File: config.mk
export PLATFORM = sky130hd
export DESIGN_NAME = branch_sel
export DESIGN_NICKNAME = d
export VERILOG_FILES = /design/src/rtl/branch_sel_pkg.sv /design/src/rtl/branch_sel_sync.sv /design/src/rtl/branch_sel_ctrl.sv /design/src/rtl/branch_sel_dp.sv /design/src/rtl/branch_sel.sv
export SDC_FILE = /design/constraint.sdc
export NUM_CORES = 1
export LEC_CHECK = 0
export ABC_AREA = 1
export BUFFER_PORTS_ARGS = -buffer_cell sky130_fd_sc_hd__buf_2
export CORE_AREA = 2 2 39 41
export CTS_CLUSTER_SIZE = 20
export DETAILED_ROUTE_END_ITERATION = 10
export DIE_AREA = 0 0 41 43
export GPL_TIMING_DRIVEN = 1
export SLEW_MARGIN = 10
export SYNTH_ARGS = -nofsm -noshare
export SYNTH_HDL_FRONTEND = slang
export SYNTH_SLANG_ARGS = --single-unit
File: constraint.sdc
create_clock -name clk -period 0.8 [get_ports clk]
set_clock_uncertainty 0.05 [all_clocks]
set_input_delay 0.08 -clock clk [delete_from_list [all_inputs] [get_ports clk]]
set_output_delay 0.08 -clock clk [all_outputs]
set_load 0.05 [all_outputs]
File: src/rtl/branch_sel_pkg.sv
`timescale 1ns/1ps
package branch_sel_pkg;

  typedef enum logic {
    SEL_COMB  = 1'b0,
    SEL_LATCH = 1'b1
  } selMode_e;

  // strobes from control to datapath
  typedef struct packed {
    logic capture;   // first cycle the synchronised request is high
    logic useLatch;  // request high and condition already captured
    logic open;      // request low: latch is transparent
  } selStrb_t;

endpackage

File: src/rtl/branch_sel_sync.sv
`timescale 1ns/1ps
module branch_sel_sync #(
  parameter int WIDTH  = 4,
  parameter int STAGES = 2
) (
  input  logic             clk,
  input  logic             rstN,
  input  logic [WIDTH-1:0] dIn,
  output logic [WIDTH-1:0] dOut
);

  localparam int LAST = STAGES - 1;

  logic [STAGES-1:0][WIDTH-1:0] stageQ;

  always_ff @(posedge clk or negedge rstN) begin
    if (!rstN) begin
      stageQ <= '0;
    end else begin
      stageQ[0] <= dIn;
      for (int s = 1; s < STAGES; s++) begin
        stageQ[s] <= stageQ[s-1];
      end
    end
  end

  assign dOut = stageQ[LAST];

  initial begin
    a_stages_r2: assert (STAGES >= 1);
  end

endmodule

File: src/rtl/branch_sel_ctrl.sv
`timescale 1ns/1ps
module branch_sel_ctrl
  import branch_sel_pkg::*;
(
  input  logic     clk,
  input  logic     rstN,
  input  logic     reqS,
  output selStrb_t strb
);

  logic reqSeen;

  always_ff @(posedge clk or negedge rstN) begin
    if (!rstN) reqSeen <= 1'b0;
    else       reqSeen <= reqS;
  end

  always_comb begin
    strb.capture  = reqS & ~reqSeen;
    strb.useLatch = reqS &  reqSeen;
    strb.open     = ~reqS;
  end

  // capture and hold are never both active
  p_strb_excl_r4: assert property (@(posedge clk) disable iff (!rstN)
    !(strb.capture && strb.useLatch));

  // a capture is followed by a hold while the request persists
  p_capture_then_hold_r4: assert property (@(posedge clk) disable iff (!rstN)
    (strb.capture && reqS) |=> (strb.useLatch || !reqS));

endmodule

File: src/rtl/branch_sel_dp.sv
`timescale 1ns/1ps
module branch_sel_dp
  import branch_sel_pkg::*;
#(
  parameter selMode_e MODE = SEL_LATCH
) (
  input  logic     clk,
  input  logic     rstN,
  input  logic     reqS,
  input  logic     condS,
  input  logic     tAckS,
  input  logic     fAckS,
  input  selStrb_t strb,
  output logic     trueReq,
  output logic     falseReq,
  output logic     inAck
);

  logic selCond;
  logic trueReqQ, falseReqQ, inAckQ;

  generate
    if (MODE == SEL_LATCH) begin : g_latch
      logic condLatch;

      always_ff @(posedge clk or negedge rstN) begin
        if (!rstN)                          condLatch <= 1'b0;
        else if (strb.capture || strb.open) condLatch <= condS;
      end

      assign selCond = strb.useLatch ? condLatch : condS;

      // active branch holds while the request stays high
      p_hold_true_r4: assert property (@(posedge clk) disable iff (!rstN)
        (trueReq && reqS) |=> trueReq);
      p_hold_false_r4: assert property (@(posedge clk) disable iff (!rstN)
        (falseReq && reqS) |=> falseReq);
    end else begin : g_comb
      assign selCond = condS;
    end
  endgenerate

  always_ff @(posedge clk or negedge rstN) begin
    if (!rstN) begin
      trueReqQ  <= 1'b0;
      falseReqQ <= 1'b0;
      inAckQ    <= 1'b0;
    end else begin
      trueReqQ  <= reqS &  selCond;
      falseReqQ <= reqS & ~selCond;
      inAckQ    <= tAckS | fAckS;
    end
  end

  assign trueReq  = trueReqQ;
  assign falseReq = falseReqQ;
  assign inAck    = inAckQ;

  // never both branches
  p_one_branch_r3: assert property (@(posedge clk) disable iff (!rstN)
    $onehot0({trueReq, falseReq}));

  // a synchronised request yields some branch request
  p_req_routed_r2: assert property (@(posedge clk) disable iff (!rstN)
    reqS |=> (trueReq || falseReq));

  // request low returns both branch requests to zero
  p_rtz_r8: assert property (@(posedge clk) disable iff (!rstN)
    !reqS |=> (!trueReq && !falseReq));

  // acknowledge merge
  p_ack_true_r7: assert property (@(posedge clk) disable iff (!rstN)
    tAckS |=> inAck);
  p_ack_false_r7: assert property (@(posedge clk) disable iff (!rstN)
    fAckS |=> inAck);

  // reset holds everything low
  always @(negedge clk) begin
    if (!rstN) begin
      a_reset_quiet_r1: assert (!trueReq && !falseReq && !inAck);
    end
  end

endmodule

File: src/rtl/branch_sel.sv
`timescale 1ns/1ps
module branch_sel
  import branch_sel_pkg::*;
#(
  parameter selMode_e MODE        = SEL_LATCH,
  parameter int       SYNC_STAGES = 2
) (
  input  logic clk,
  input  logic rstN,
  input  logic inReq,
  output logic inAck,
  input  logic branchCond,
  output logic trueReq,
  input  logic trueAck,
  output logic falseReq,
  input  logic falseAck
);

  localparam int SYNC_W = 4;

  logic [SYNC_W-1:0] rawIn, syncOut;
  logic reqS, condS, tAckS, fAckS;
  selStrb_t strb;

  assign rawIn = {inReq, branchCond, trueAck, falseAck};
  assign {reqS, condS, tAckS, fAckS} = syncOut;

  branch_sel_sync #(.WIDTH(SYNC_W), .STAGES(SYNC_STAGES)) sync_i (
    .clk (clk),
    .rstN(rstN),
    .dIn (rawIn),
    .dOut(syncOut)
  );

  branch_sel_ctrl ctrl_i (
    .clk (clk),
    .rstN(rstN),
    .reqS(reqS),
    .strb(strb)
  );

  branch_sel_dp #(.MODE(MODE)) dp_i (
    .clk     (clk),
    .rstN    (rstN),
    .reqS    (reqS),
    .condS   (condS),
    .tAckS   (tAckS),
    .fAckS   (fAckS),
    .strb    (strb),
    .trueReq (trueReq),
    .falseReq(falseReq),
    .inAck   (inAck)
  );

endmodule

# Word-level counts from Yosys, hierarchy flattened
# Cells that the tools add are included.
# classes
n_addsub	0
mul	0
div_mod_pow	0
n_lt_le_gt_ge	0
n_eq_ne	0
shift	0
muxes	1
n_bitwise	8
reduce_logical	1
# op_table
op	count
1-bit AND	4
1-bit inverter	3
1-bit logical OR	1
1-bit 2-to-1 mux	1
1-bit bitwise OR	1
# word_totals
regBits	13
latchBits	0
mem_bits_rw	0
mem_bits_ro	0
input_bits	6
out_inout_bits	3
wordCells	17
mem_count	0

# Longest topological paths before layout
# logic_depth
depth_word	4
ltp_mapped	4
depth_no_buf	4

# By module
# A second synthesis with hierarchy kept.
# hier_totals
hier_cells	38
area_unflattened_um2	442.9
# modules_own_cells
mod	instances	cells_per_inst	area_each_um2
branch_sel_sync	1	12	230.2
branch_sel_dp	1	21	170.2
branch_sel_ctrl	1	5	42.5

# Least setup slack after synthesis
# OpenSTA, ideal clock, no wires.
# synth_timing
path_type	reg2reg
startpoint	register sync_i.stageQ (netlist bit sync_i.dOut[0])
endpoint	register dp_i.inAckQ, in the netlist dp_i.inAck
t_arrival_ps	603
setup_slack_ps	20
path_stages_with_launch	2
synth_period_minus_slack_ps	780
path_cell_list	dfrtp_1 or2_2
# synth_via
elab_chain_cells	1
# synth_lines
item	line_no	text
start: declaration	branch_sel_sync.sv:14	logic [STAGES-1:0][WIDTH-1:0] stageQ;
start signal: indexed assignment	branch_sel_sync.sv:22	stageQ[s] <= stageQ[s-1];
1-bit bitwise OR	branch_sel_dp.sv:51	inAckQ <= tAckS | fAckS;
end signal: assignment	branch_sel_dp.sv:51	
end: declaration	branch_sel_dp.sv:20	logic trueReqQ, falseReqQ, inAckQ;
# Every way passes these cells.
# A chain may end at the register's enable or synchronous reset.

# Final worst setup path
# layout_timing
startpoint	register dp_i.trueReqQ, in the netlist dp_i.trueReq
endpoint	output trueReq
# layout_lines
item	line_no	text
start: declaration	branch_sel_dp.sv:20	
start signal: assignment	branch_sel_dp.sv:49	trueReqQ <= reqS & selCond;
end: declaration	branch_sel.sv:13	output logic trueReq,
# No word-level cell between the ends.

==> metrics <==
Syn Nets=32; distinct cell type count after synthesis=7; RSZ-0062 raised after global routing=yes; nets@finish=51; area of the core=0.00138 mm2; failing checks=setup timing; Arr. time, crit path=0.80 ns; Max stage delay on crit path=between 0.3 and 0.4 ns; Starting Density=0.283; filler instances=138; Final WS setup=-0.126 ns; status=finished, violations left; # DRC=0; Area Growth Syn to Fin=43.5%; YS warnings=0; area of the multi-input gates=about 63 um2; TNS Setup=-0.425 ns; worst-path maximum fanout=1; TritonCTS Buffers=3; post-route ant nets=0; CTS root buffer=clkbuf_4; Syn Inst Count=26; first-pass GRT wire length=around 910 um; via count=226; worst hold path type=in -> async; Die W=approximately 41 um; Chip Height=43 um; CP cell instances=buf_6; Layout Cells excl Fill=60; nature of the critical path endpoint=output pin; Mean Syn Cell Area=15.1 um2; Max IR drop VDD=~800 uV; initial drt markers=2; Power Dens Cells=2180 mW/mm2; layout cells sized above 1=0.455; DRT Wirelength=532 um; gr usage total=0.0861; grt total ovfl=0; Pleak=0.274 nW; vias per cell=3.77; CTS tree=built; clock buffer depth=2; TritonRoute pass-1 iters=3; crit start category=register; Antenna Cells=0; area of placed instances=about 450 um2; Post-Syn Area=392 um2; DP HPWL=348 um; clock sink total=13; Port Buffers=8; Clock Latency Late Sink=around 0.27 ns; drt wl/cell=a little under 9 um; Slew headroom=0.812; initial antenna violation count=0; CP Class=reg -> out; Core Util, Final=0.406; gp weighted congestion=0.658; Final Cycle Share=1.16; Max Cap Viol=0; Crit. Startpoint=dp_i.trueReq; register bit total from synthesis=13; io pins=9; top cell type by total area after synthesis=dfrtp_1; Clk pin slew, worst setup/hold paths=0.07 ns; RR Startpoint=sync_i.dOut[3]; Worst-Margin Slew=~0.28 ns; Die Area=approximately 0.0018 mm2; # rows=14; post-synth top area share=0.831; H-tree levels=1; CP max stage cell=dfrtp_1; Tmin final=0.926 ns; fmax=1080 MHz; post-synthesis sequential area ratio=0.831; family with the most delay on the worst path=flip-flops; CP required=around 0.67 ns; sum of buffers and inverters on the critical path=1; top post-synthesis cells by area=dfrtp_1 83%, nand2_2 4.8%, nor2_2 3.2%; pin count of the biggest net entering global routing=14; FF+latch area=325 um2; placed cells=50; final instance area=~560 um2; Max Slew Vio Count=0; Finish-stage setup viols=5; Final Hold Fails=0; number of global-route vias before repair=255; Final Total Pwr=1.23 mW
## power by group
part,internal [mW],switching (mW)
sequential,0.694,0.0183
combinational,0.0609,0.0731
clock,0.193,0.186
## through the flow
stage	hold WS [ns]	worst slack [ns]
2_1_floorplan	-0.266	0.0202
3_3_place_gp	-0.0807	-0.00574
3_5_place_dp	-0.0739	-0.0226
4_1_cts	0.158	-0.150
5_1_grt	0.184	-0.174
6_report	0.165	-0.126
## kinds of logic after synthesis
logic type | after synthesis | share of synthesized area
buffers and inverters | 3 | 0.0288
and+or+nand+nor | 10 | 0.141
DFF | 13 | 0.831
## layout by cell type (no fill, tap or decap)
master	netlist	routed
dlygate4sd3_1	0	5
nand2_2	3	5
clkbuf_1	0	1
buf_2	0	5
nand3_1	2	2
dfrtp_1	13	13
clkbuf_4	0	3
buf_4	0	1
buf_6	0	3
inv_1	3	3
nor2_2	2	2
or2_4	0	1
## registers in the layout (all words and copies together) (netlist names)
name                    count
sync_i.stageQ               4
dp_i.inAck                  1
dp_i.falseReq               1
sync_i.dOut                 4
dp_i.trueReq                1
dp_i.g_latch.condLatch      1
ctrl_i.reqSeen              1
## cells in the mapped netlist
master	count
dfrtp_1	13
inv_1	3
nand2_1	2
nand2_2	3
nand3_1	2
nor2_2	2
or2_2	1
## layer usage
metal / wire (um) / share of wire / GRT usage
met4: 0 / 0 / 0.0800
met2: 299 / 0.56 / 0.125
met1: 200 / 0.38 / 0.0790
met5: 0 / 0 / 0
met3: 32 / 0.060 / 0.0471
## cell type report
cell class,instances,share of cell area
sequential,13,0.579
timing repair buffer,14,0.207
multi-input combinational,10,0.111
clock buffer,4,0.0468
tap,16,0.0356
inverter,3,0.0200
## repair_timing
action | CTS | global route
pin swaps | 0 | 2
setup endpoints to repair | 5 | 7
endpoints found under the hold margin | 17 | 0
hold buffers | 5 | 0
resized for setup | 6 | 3
buffers inserted | 0 | 1
## worst paths after layout
path / cells after the start / slack, ns / end
max reg2reg: 4 / -0.04 / dp_i.falseReq
max: 1 / -0.13 / trueReq
min reg2reg: 0 / 0.30 / sync_i.dOut[0]
max in group asynchronous: 2 / 0.32 / dp_i.g_latch.condLatch
min: 2 / 0.16 / sync_i.stageQ[1]
min in group clk: 0 / 0.30 / sync_i.dOut[0]
Power figures use the tool's default switching activity.
